## src/rtl/serial_tx_pkg.sv

```systemverilog
package serial_tx_pkg;

  localparam int DATA_MAX  = 9;
  localparam int FRAME_MAX = DATA_MAX + 4;
  localparam int CNT_W     = $clog2(FRAME_MAX + 1);

  typedef enum logic [1:0] {
    LEN_7  = 2'd0,
    LEN_8  = 2'd1,
    LEN_9  = 2'd2,
    LEN_9B = 2'd3
  } char_len_e;

  function automatic int data_bits(input logic [1:0] len);
    case (char_len_e'(len))
      LEN_7:   data_bits = 7;
      LEN_8:   data_bits = 8;
      default: data_bits = 9;
    endcase
  endfunction

  function automatic logic [CNT_W-1:0] frame_bits(input logic [1:0] len,
                                                  input logic par_en,
                                                  input logic two_stop);
    int n;
    n = 2 + data_bits(len) + (par_en ? 1 : 0) + (two_stop ? 1 : 0);
    frame_bits = CNT_W'(n);
  endfunction

  function automatic logic [FRAME_MAX-1:0] build_frame(input logic [DATA_MAX-1:0] d,
                                                       input logic [1:0] len,
                                                       input logic par_en,
                                                       input logic par_odd);
    logic [FRAME_MAX-1:0] f;
    logic                 p;
    int                   n;
    n = data_bits(len);
    f = '1;
    f[0] = 1'b0;
    p = par_odd;
    for (int i = 0; i < DATA_MAX; i++) begin
      if (i < n) begin
        f[i+1] = d[i];
        p      = p ^ d[i];
      end
    end
    if (par_en) f[n+1] = p;
    build_frame = f;
  endfunction

endpackage

```

## src/rtl/serial_tx_ctrl.sv

```systemverilog
module serial_tx_ctrl (
  input  logic clk,
  input  logic rst_n,
  input  logic ctl_wr,
  input  logic ctl_en,
  input  logic ctl_init,
  input  logic boundary,
  output logic tx_en,
  output logic init_flag,
  output logic init_pend,
  output logic init_apply
);

  logic en_q, en_d;
  logic flag_q, flag_d;
  logic pend_q, pend_d;
  logic init_wr;

  assign init_wr    = ctl_wr && ctl_init;
  assign init_apply = pend_q && boundary;

  always_comb begin
    en_d = en_q;
    if (ctl_wr) en_d = ctl_en && !ctl_init;
  end

  always_comb begin
    flag_d = init_wr;
  end

  always_comb begin
    pend_d = pend_q;
    if (init_apply) pend_d = 1'b0;
    if (init_wr)    pend_d = 1'b1;
  end

  always_ff @(posedge clk or negedge rst_n) begin
    if (!rst_n) begin
      en_q   <= 1'b0;
      flag_q <= 1'b0;
      pend_q <= 1'b0;
    end else begin
      en_q   <= en_d;
      flag_q <= flag_d;
      pend_q <= pend_d;
    end
  end

  assign tx_en     = en_q;
  assign init_flag = flag_q;
  assign init_pend = pend_q;


  init_clears_en_chk: assert property (@(posedge clk) disable iff (!rst_n)
    init_flag |-> !tx_en);


  init_self_clear_chk: assert property (@(posedge clk) disable iff (!rst_n)
    (init_flag && !init_wr) |=> !init_flag);


  init_pending_chk: assert property (@(posedge clk) disable iff (!rst_n)
    init_flag |-> init_pend);

endmodule

```

## src/rtl/serial_tx_buf.sv

```systemverilog
module serial_tx_buf
  import serial_tx_pkg::*;
(
  input  logic                clk,
  input  logic                rst_n,
  input  logic                wr_en,
  input  logic [DATA_MAX-1:0] wr_data,
  input  logic                load,
  input  logic                discard,
  input  logic                frame_end,
  output logic [DATA_MAX-1:0] data,
  output logic                empty,
  output logic                done
);

  logic [DATA_MAX-1:0] data_q, data_d;
  logic                empty_q, empty_d;
  logic                done_q, done_d;

  always_comb begin
    data_d = data_q;
    if (wr_en) data_d = wr_data;
  end

  always_comb begin
    empty_d = empty_q;
    if (load)    empty_d = 1'b1;
    if (discard) empty_d = 1'b1;
    if (wr_en)   empty_d = 1'b0;
  end

  always_comb begin
    done_d = done_q;
    if (frame_end && empty_q) done_d = 1'b1;
    if (load)                 done_d = 1'b0;
    if (discard)              done_d = 1'b1;
    if (wr_en)                done_d = 1'b0;
  end

  always_ff @(posedge clk or negedge rst_n) begin
    if (!rst_n) begin
      data_q  <= '0;
      empty_q <= 1'b1;
      done_q  <= 1'b1;
    end else begin
      data_q  <= data_d;
      empty_q <= empty_d;
      done_q  <= done_d;
    end
  end

  assign data  = data_q;
  assign empty = empty_q;
  assign done  = done_q;


  load_empties_chk: assert property (@(posedge clk) disable iff (!rst_n)
    (load && !wr_en) |=> empty);


  write_fills_chk: assert property (@(posedge clk) disable iff (!rst_n)
    wr_en |=> (!empty && !done));


  done_means_empty_chk: assert property (@(posedge clk) disable iff (!rst_n)
    done |-> empty);

endmodule

```

## src/rtl/serial_tx_shift.sv

```systemverilog
module serial_tx_shift
  import serial_tx_pkg::*;
(
  input  logic                 clk,
  input  logic                 rst_n,
  input  logic                 baud_tick,
  input  logic                 load,
  input  logic [FRAME_MAX-1:0] frame,
  input  logic [CNT_W-1:0]     nbits,
  output logic                 busy,
  output logic                 txd,
  output logic                 frame_end
);

  logic [FRAME_MAX-1:0] shift_q, shift_d;
  logic [CNT_W-1:0]     cnt_q, cnt_d;
  logic                 busy_q, busy_d;
  logic                 step;

  assign step      = busy_q && baud_tick;
  assign frame_end = step && (cnt_q == CNT_W'(1));

  always_comb begin
    shift_d = shift_q;
    cnt_d   = cnt_q;
    busy_d  = busy_q;
    if (load) begin
      shift_d = frame;
      cnt_d   = nbits;
      busy_d  = 1'b1;
    end else if (step) begin
      shift_d = {1'b1, shift_q[FRAME_MAX-1:1]};
      cnt_d   = cnt_q - CNT_W'(1);
      if (cnt_q == CNT_W'(1)) busy_d = 1'b0;
    end
  end

  always_ff @(posedge clk or negedge rst_n) begin
    if (!rst_n) begin
      shift_q <= '1;
      cnt_q   <= '0;
      busy_q  <= 1'b0;
    end else begin
      shift_q <= shift_d;
      cnt_q   <= cnt_d;
      busy_q  <= busy_d;
    end
  end

  assign busy = busy_q;
  assign txd  = busy_q ? shift_q[0] : 1'b1;


  bit_hold_chk: assert property (@(posedge clk) disable iff (!rst_n)
    (busy && !baud_tick) |=> $stable(txd));


  start_low_chk: assert property (@(posedge clk) disable iff (!rst_n)
    load |=> !txd);


  frame_stop_chk: assert property (@(posedge clk) disable iff (!rst_n)
    (frame_end && !load) |=> !busy);

endmodule

```

## src/rtl/serial_tx_core.sv

```systemverilog
module serial_tx_core
  import serial_tx_pkg::*;
#(
  parameter bit CTS_GATE = 1'b1
) (
  input  logic                clk,
  input  logic                rst_n,
  input  logic                baud_tick,
  input  logic                ctl_wr,
  input  logic                ctl_en,
  input  logic                ctl_init,
  input  logic [1:0]          cfg_len,
  input  logic                cfg_par_en,
  input  logic                cfg_par_odd,
  input  logic                cfg_two_stop,
  input  logic                cts_n,
  input  logic                wr_en,
  input  logic [DATA_MAX-1:0] wr_data,
  output logic                txd,
  output logic                buf_empty,
  output logic                tx_done,
  output logic                tx_en,
  output logic                init_flag
);

  logic                 busy;
  logic                 frame_end;
  logic                 boundary;
  logic                 init_pend;
  logic                 init_apply;
  logic                 load;
  logic                 cts_ok;
  logic [DATA_MAX-1:0]  buf_data;
  logic [FRAME_MAX-1:0] frame;
  logic [CNT_W-1:0]     nbits;

  generate
    if (CTS_GATE) begin : g_cts
      assign cts_ok = !cts_n;
    end else begin : g_no_cts
      assign cts_ok = 1'b1;
    end
  endgenerate

  assign boundary = !busy || frame_end;
  assign load     = baud_tick && boundary && tx_en && !buf_empty && cts_ok && !init_pend;
  assign frame    = build_frame(buf_data, cfg_len, cfg_par_en, cfg_par_odd);
  assign nbits    = frame_bits(cfg_len, cfg_par_en, cfg_two_stop);

  serial_tx_ctrl u_ctrl (
    .clk        (clk),
    .rst_n      (rst_n),
    .ctl_wr     (ctl_wr),
    .ctl_en     (ctl_en),
    .ctl_init   (ctl_init),
    .boundary   (boundary),
    .tx_en      (tx_en),
    .init_flag  (init_flag),
    .init_pend  (init_pend),
    .init_apply (init_apply)
  );

  serial_tx_buf u_buf (
    .clk       (clk),
    .rst_n     (rst_n),
    .wr_en     (wr_en),
    .wr_data   (wr_data),
    .load      (load),
    .discard   (init_apply),
    .frame_end (frame_end),
    .data      (buf_data),
    .empty     (buf_empty),
    .done      (tx_done)
  );

  serial_tx_shift u_shift (
    .clk       (clk),
    .rst_n     (rst_n),
    .baud_tick (baud_tick),
    .load      (load),
    .frame     (frame),
    .nbits     (nbits),
    .busy      (busy),
    .txd       (txd),
    .frame_end (frame_end)
  );


  init_status_chk: assert property (@(posedge clk) disable iff (!rst_n)
    (init_apply && !wr_en) |=> (buf_empty && tx_done));


  disabled_idle_chk: assert property (@(posedge clk) disable iff (!rst_n)
    (!tx_en && !busy) |=> !busy);


  init_holds_chk: assert property (@(posedge clk) disable iff (!rst_n)
    (init_pend && frame_end) |=> !busy);

  generate
    if (CTS_GATE) begin : g_cts_chk

      cts_block_chk: assert property (@(posedge clk) disable iff (!rst_n)
        (cts_n && !busy) |=> !busy);
    end
  endgenerate

endmodule

```

## config.mk

```make
export PLATFORM = sky130hd
export DESIGN_NAME = serial_tx_core
export DESIGN_NICKNAME = d
export VERILOG_FILES = /design/src/rtl/serial_tx_pkg.sv /design/src/rtl/serial_tx_ctrl.sv /design/src/rtl/serial_tx_buf.sv /design/src/rtl/serial_tx_shift.sv /design/src/rtl/serial_tx_core.sv
export SDC_FILE = /design/constraint.sdc
export NUM_CORES = 1
export LEC_CHECK = 0
export BUFFER_PORTS_ARGS = -buffer_cell sky130_fd_sc_hd__buf_4
export CORE_MARGIN = 10
export CORE_UTILIZATION = 40
export CTS_CLUSTER_DIAMETER = 30
export DETAILED_ROUTE_END_ITERATION = 10
export PLACE_DENSITY = 0.68
export SLEW_MARGIN = 20
export SYNTH_ARGS = -nofsm -noshare
export SYNTH_HDL_FRONTEND = slang
export SYNTH_HIERARCHICAL = 1
export SYNTH_SLANG_ARGS = --single-unit
```

## constraint.sdc

```tcl
create_clock -name clk -period 2.4 [get_ports clk]
set_clock_uncertainty 0.05 [all_clocks]
set_input_delay 0.12 -clock clk [delete_from_list [all_inputs] [get_ports clk]]
set_output_delay 0.12 -clock clk [all_outputs]
set_load 0.05 [all_outputs]
```

==> results of run 1 <==
[worst paths after layout]
path | startpoint | to | slack, ns | cells after the start
setup reg to reg | u_shift/cnt_q[1] | u_shift/cnt_q[1] | 0.40 | 8
hold / removal | wr_data[4] | u_buf/data[4] | 0.01 | 2
min in group asynchronous | rst_n | u_buf/data[1] | 0.24 | 2
setup / recovery | u_shift/cnt_q[1] | u_shift/cnt_q[1] | 0.40 | 8
hold reg to reg | u_ctrl/init_pend | u_ctrl/init_pend | 0.46 | 1
max in group asynchronous | rst_n | u_shift/shift_q[6] | 1.72 | 2
[routing by layer]
layer | global-route usage [%] | part of all wire, % | wire length, µm | vias up
li1 | - | - | - | 604
met1 | 11.47 | 47 | 1586 | 530
met2 | 14.90 | 46 | 1552 | 23
met3 | 4.034 | 4.3 | 146 | 6
met4 | 5.302 | 2.6 | 89 | 0
met5 | 0 | 0 | 0 | -
[registers in the layout, indices dropped and copies added, names as in the netlist]
name              count
u_shift/busy          1
u_ctrl/init_pend      1
u_ctrl/tx_en          1
u_buf/done            1
u_buf/empty           1
u_shift/cnt_q         4
u_buf/data            9
u_shift/shift_q      13
u_ctrl/init_flag      1
[logic make-up after synthesis]
group / share of synthesized area [%]
adder cells (fa/ha/maj): 5.386
other: 0.2124
buffers and inverters: 5.740
flip-flops: 46.42
XOR/XNOR: 5.457
AND/OR/NAND/NOR: 13.32
multiplexers: 15.45
AO/OA/AOI/OAI: 8.008
[metrics by stage]
step                area (µm²)  util, %  power [mW]  setup WS [ns]  instances
floorplan                 1769        -       1.427         0.3639        166
global placement          1991    46.04       1.582         0.3930        233
detailed placement        1991    46.04       1.609         0.3525        233
CTS                       2138    49.45       2.033         0.3943        247
global route              2158    49.91       2.149         0.2848        249
finish                    2158    49.91       2.007         0.4016        249
[cells in the mapped netlist (2+ instances only)]
cell type	number	area, µm²
ha_1	6	75.07
buf_6	2	22.52
clkbuf_1	9	33.78
inv_1	8	30.03
dfrtp_1	17	425.4
nand2_1	19	71.32
mux2i_1	13	130.1
o21ai_0	9	45.04
nor3_1	3	15.01
nand3_1	4	20.02
nor2b_1	2	12.51
nand2b_1	3	18.77
xnor2_1	10	87.58
mux2_2	2	22.52
o21ai_1	9	45.04
dfstp_2	15	394.1
mux2_4	8	120.1
a21o_1	2	15.01
nor2_1	5	18.77
[where the power goes]
group / internal, mW / switching, mW
registers: 0.787 / 0.125
clock network: 0.201 / 0.206
logic: 0.334 / 0.354
total: 1.32 / 0.684
[what timing repair did]
action                     in CTS  in global routing
setup endpoints to repair       0                  0
hold buffers                    6                  2
gates resized for setup         0                  0
hold endpoints to repair       22                  2
[area by class of cell]
type,instances,area [µm²]
multi-input cells,113,853.3
well taps,52,65.06
clock inverters,3,18.77
clock buffers,5,68.82
fillers,425,2166
flip-flops and latches,32,819.5
inverters,8,30.03
repair buffers,36,302.8
==> results.json, run 1 <==
{
  "ir_worst_vdd_uv": 491.4,
  "arrival_ns": 2.12,
  "layout.nets": 225,
  "cts_max_path_buffers": 2,
  "slowest_delay_ns": 0.37,
  "die_y_um": 86.44,
  "num_vias": 1163,
  "clkSinkCount": 32,
  "n_antenna_cell": 0,
  "avgSynthCellArea_um2": 10.70,
  "worstPathCellList": "inv_1 -> ha_1 -> nand2_1 -> nor2_1 -> nand2b_1 -> nor3b_2 -> buf_12 -> mux2_2",
  "synth.distinct_cells": 38,
  "rsz0062_at_grt": "false",
  "yosysSeqAreaShare_pct": 46.42,
  "required_ns": 2.53,
  "synthArstFlopShare_pct": 100.0,
  "insertion_delay_ns": 0.29,
  "start_kind": "register",
  "hold_class": "in2reg",
  "drive_gt1_share_pct": 34.01,
  "period_needed_ns": 1.998,
  "hpwl_mm": 2.468,
  "drtPass1Iterations": 4,
  "layout_commonest_cell": "buf_4",
  "period_share_pct": 83.26,
  "wire_per_inst_um": 13.55,
  "area_growth_syn_to_layout_pct": 22.25,
  "tns_ns": 0,
  "leakage_nw": 0.9949,
  "grt_use_total_pct": 9.797,
  "ios": 27,
  "grt_pass1_vias": 1242,
  "drtAntennaViolNets": 0,
  "grt_max_degree": 37,
  "cts_root_buffer": "clkbuf_8",
  "worst_hold_slack_ns": 0.01295,
  "path_delay_family": "simple AND/OR/NAND/NOR gates",
  "place_congestion": 0.8067,
  "design.die.area_mm2": 0.007471,
  "io_buffers": 26,
  "mostFrequentLayoutCells": "27 x buf_4, 19 x nand2_1, 17 x dfrtp_1, 15 x dfstp_2, 13 x mux2i_1",
  "start_util_pct": 40.83,
  "drv_cap": 0,
  "synth_ff_type": "dfrtp_1",
  "h-tree-depth": 2,
  "yosys_warnings": 6,
  "synthCells": 165,
  "crit_type": "reg2reg",
  "worst-path-max-fanout": 36,
  "cts_buffers": 5,
  "antenna_found_initial": 0,
  "drt_first_iter_violations": 63,
  "vias_per_cell": 4.671,
  "die_x_um": 86.44,
  "clkTransAtPathRegs_ns": 0.06,
  "outcome": "complete, no violations",
  "cts_tree": "built",
  "syn_area_mm2": 0.001765,
  "power.density_mw_per_mm2": 929.8,
  "crit_buf_inv": 2,
  "grt_pass1_wl_mm": 5.713,
  "synth_edf_count": 0,
  "drv_slew": 0,
  "max_freq_ghz": 0.5004,
  "wl_mm": 3.375,
  "coreArea_mm2": 0.004324,
  "cts_setup_buffers": 0,
  "finalSetupViolations": 0,
  "placementRows": 24,
  "final-hold-violation-count": 0,
  "ys_ff_latch": 32,
  "drc": 0,
  "cp_slowest_cell": "dfrtp_1",
  "grt_remaining_overflow": 0,
  "endpoint_kind": "register"
}
No activity file was read; power rests on OpenSTA's default activity.
==> inputs of run 2 (changes only) <==
--- a/config.mk
+++ b/config.mk
@@ -10,7 +10,7 @@
 export CORE_UTILIZATION = 40
 export CTS_CLUSTER_DIAMETER = 30
 export DETAILED_ROUTE_END_ITERATION = 10
-export PLACE_DENSITY = 0.68
+export PLACE_DENSITY = 0.7
 export SLEW_MARGIN = 20
 export SYNTH_ARGS = -nofsm -noshare
 export SYNTH_HDL_FRONTEND = slang
==> constraint.sdc (replaced) <==
create_clock -name clk -period 1.7 [get_ports clk]
set_clock_uncertainty 0.05 [all_clocks]
set_input_delay 0.085 -clock clk [delete_from_list [all_inputs] [get_ports clk]]
set_output_delay 0.085 -clock clk [all_outputs]
set_load 0.05 [all_outputs]
==> results.json, run 2 (synthesis results as in run 1) <==
{
  "placementRows": 24,
  "finalSetupViolations": 15,
  "timing.rr.start": "u_shift/cnt_q[1]",
  "drt_first_iter_violations": 63,
  "period_share_pct": 106.6,
  "drtAntennaViolNets": 0,
  "coreArea_mm2": 0.004324,
  "wl_mm": 3.865,
  "hold_class": "in2reg",
  "place_ws_ns": -0.2169,
  "wire_per_inst_um": 14.16,
  "cts_tree": "built",
  "grt_remaining_overflow": 0,
  "worst-path-stages": 9,
  "reg2reg_depth": 9,
  "grt_pass1_vias": 1368,
  "tns_ns": -0.4116,
  "max_freq_ghz": 0.5517,
  "violations": "negative setup slack",
  "hpwl_mm": 2.574,
  "layout_commonest_cell": "buf_4",
  "critPathLaunch": "u_shift/cnt_q[1]",
  "area_growth_syn_to_layout_pct": 44.08,
  "io_buffers": 26,
  "fin_area_mm2": 0.002544,
  "drv_slew": 0,
  "fill_cells": 362,
  "largest_register_ffs": 13,
  "cts_root_buffer": "clkbuf_8",
  "totalPowerFinal_mw": 3.240,
  "endpoint_kind": "register",
  "grt_use_total_pct": 11.09,
  "ios": 27,
  "crit_path_end": "u_shift/cnt_q[3]",
  "drtPass1Iterations": 4,
  "crit_buf_inv": 1,
  "drv_cap": 0,
  "grt_max_degree": 33,
  "worst_hold_slack_ns": 0.03271,
  "multi_input_area_um2": 978.4,
  "mostFrequentLayoutCells": "41 x buf_4, 16 x dfrtp_1, 15 x dfstp_2",
  "clkTransAtPathRegs_ns": 0.07,
  "cp_slowest_cell": "dfrtp_1",
  "register_area_um2": 820.8,
  "outcome": "finished, violations left",
  "grt_pass1_wl_mm": 6.610,
  "r2r_setup_slack_ns": -0.11,
  "period_needed_ns": 1.813,
  "final-hold-violation-count": 0,
  "place_inst": 244,
  "leakage_nw": 1.177,
  "power.density_mw_per_mm2": 1274,
  "path_delay_family": "simple AND/OR/NAND/NOR gates",
  "clkSinkCount": 32,
  "ir_worst_vdd_uv": 777.4,
  "required_ns": 1.81,
  "vias_per_cell": 4.821,
  "rsz0062_at_grt": "true",
  "finalCoreUtilization_pct": 58.83,
  "worstPathCellList": "inv_2 -> ha_4 -> nand2_4 -> nor2_4 -> nand2b_4 -> nor3b_4 -> nor2b_2 -> a22o_1 -> a211o_1",
  "final.setup.worst_slack_ns": -0.1125,
  "drc": 0,
  "arrival_ns": 1.92,
  "die_x_um": 86.44,
  "worst-path-max-fanout": 3,
  "num_vias": 1316,
  "start_kind": "register",
  "crit_type": "reg2reg",
  "worst_r2r_endpoint": "u_shift/cnt_q[3]",
  "start_util_pct": 40.83,
  "cts_max_path_buffers": 2,
  "layout.nets": 249,
  "n_antenna_cell": 0,
  "cts_buffers": 5,
  "die_y_um": 86.44,
  "insertion_delay_ns": 0.28,
  "antenna_found_initial": 0,
  "h-tree-depth": 2,
  "slowest_delay_ns": 0.38,
  "place_congestion": 0.8102,
  "dpl-instance-area_mm2": 0.002101,
  "design.die.area_mm2": 0.007471,
  "stdcell_count": 273,
  "regMostFlops": "u_shift/shift_q",
  "drive_gt1_share_pct": 49.77
}
-- run 2: cell count changes in the layout (fill, tap and decap cells not counted), moves of 2 or more --
| cell | before | now |
|---|---|---|
| o21ai_1 | 9 | 3 |
| nand2_4 | 1 | 3 |
| nand2_1 | 19 | 13 |
| o21ai_2 | 0 | 11 |
| clkinv_2 | 2 | 0 |
| dlygate4sd3_1 | 8 | 13 |
| nand2_2 | 0 | 4 |
| nor2_4 | 0 | 2 |
| buf_6 | 0 | 2 |
| o21ai_0 | 9 | 3 |
| nor2_1 | 5 | 3 |
| buf_4 | 27 | 41 |
| buf_16 | 0 | 2 |
-- run 2: area by class of cell --
type                            count  share of cell area, %
Multi-Input combinational cell    113                  38.47
Sequential cell                    32                  32.27
Timing Repair Buffer               60                  21.84
Clock buffer                        7                  3.394
Tap cell                           52                  2.558
Inverter                            8                  1.181
Clock inverter                      1                 0.2951
-- run 2: worst min-delay path by stage --
stage	from	to	slack, ns	cells past startpoint
6_report	wr_en	u_buf/empty	0.03	2
5_1_grt	wr_en	u_buf/empty	0.04	2
4_1_cts	wr_en	u_buf/empty	0.02	2
3_5_place_dp	rst_n	u_buf/data[1]	-0.004	1
3_3_place_gp	rst_n	u_buf/data[1]	-0.006	1
2_1_floorplan	rst_n	u_buf/data[0]	-0.26	0
-- run 2: power by group --
part / total, mW / switching [mW] / internal (mW)
sequential: 1.30 / 0.184 / 1.11
combinational: 1.34 / 0.626 / 0.716
clock: 0.602 / 0.273 / 0.329
total: 3.24 / 1.08 / 2.16
-- run 2: what timing repair did --
item / 4_1_cts / 5_1_grt
pin swaps: 10 / 1
buffers inserted: 4 / 2
hold buffers: 13 / 0
endpoints found under the setup margin: 17 / 20
gates cloned: 2 / 0
gates resized for setup: 25 / 10
hold endpoints to repair: 43 / 0
-- run 2: per-layer routing --
metal / vias up / part of all wire (%) / GRT usage (%)
met3: 4 / 3.5 / 2.908
li1: 657 / - / -
met5: - / 0 / 0
met4: 0 / 2.1 / 5.302
met2: 27 / 50 / 17.58
met1: 628 / 44 / 13.63
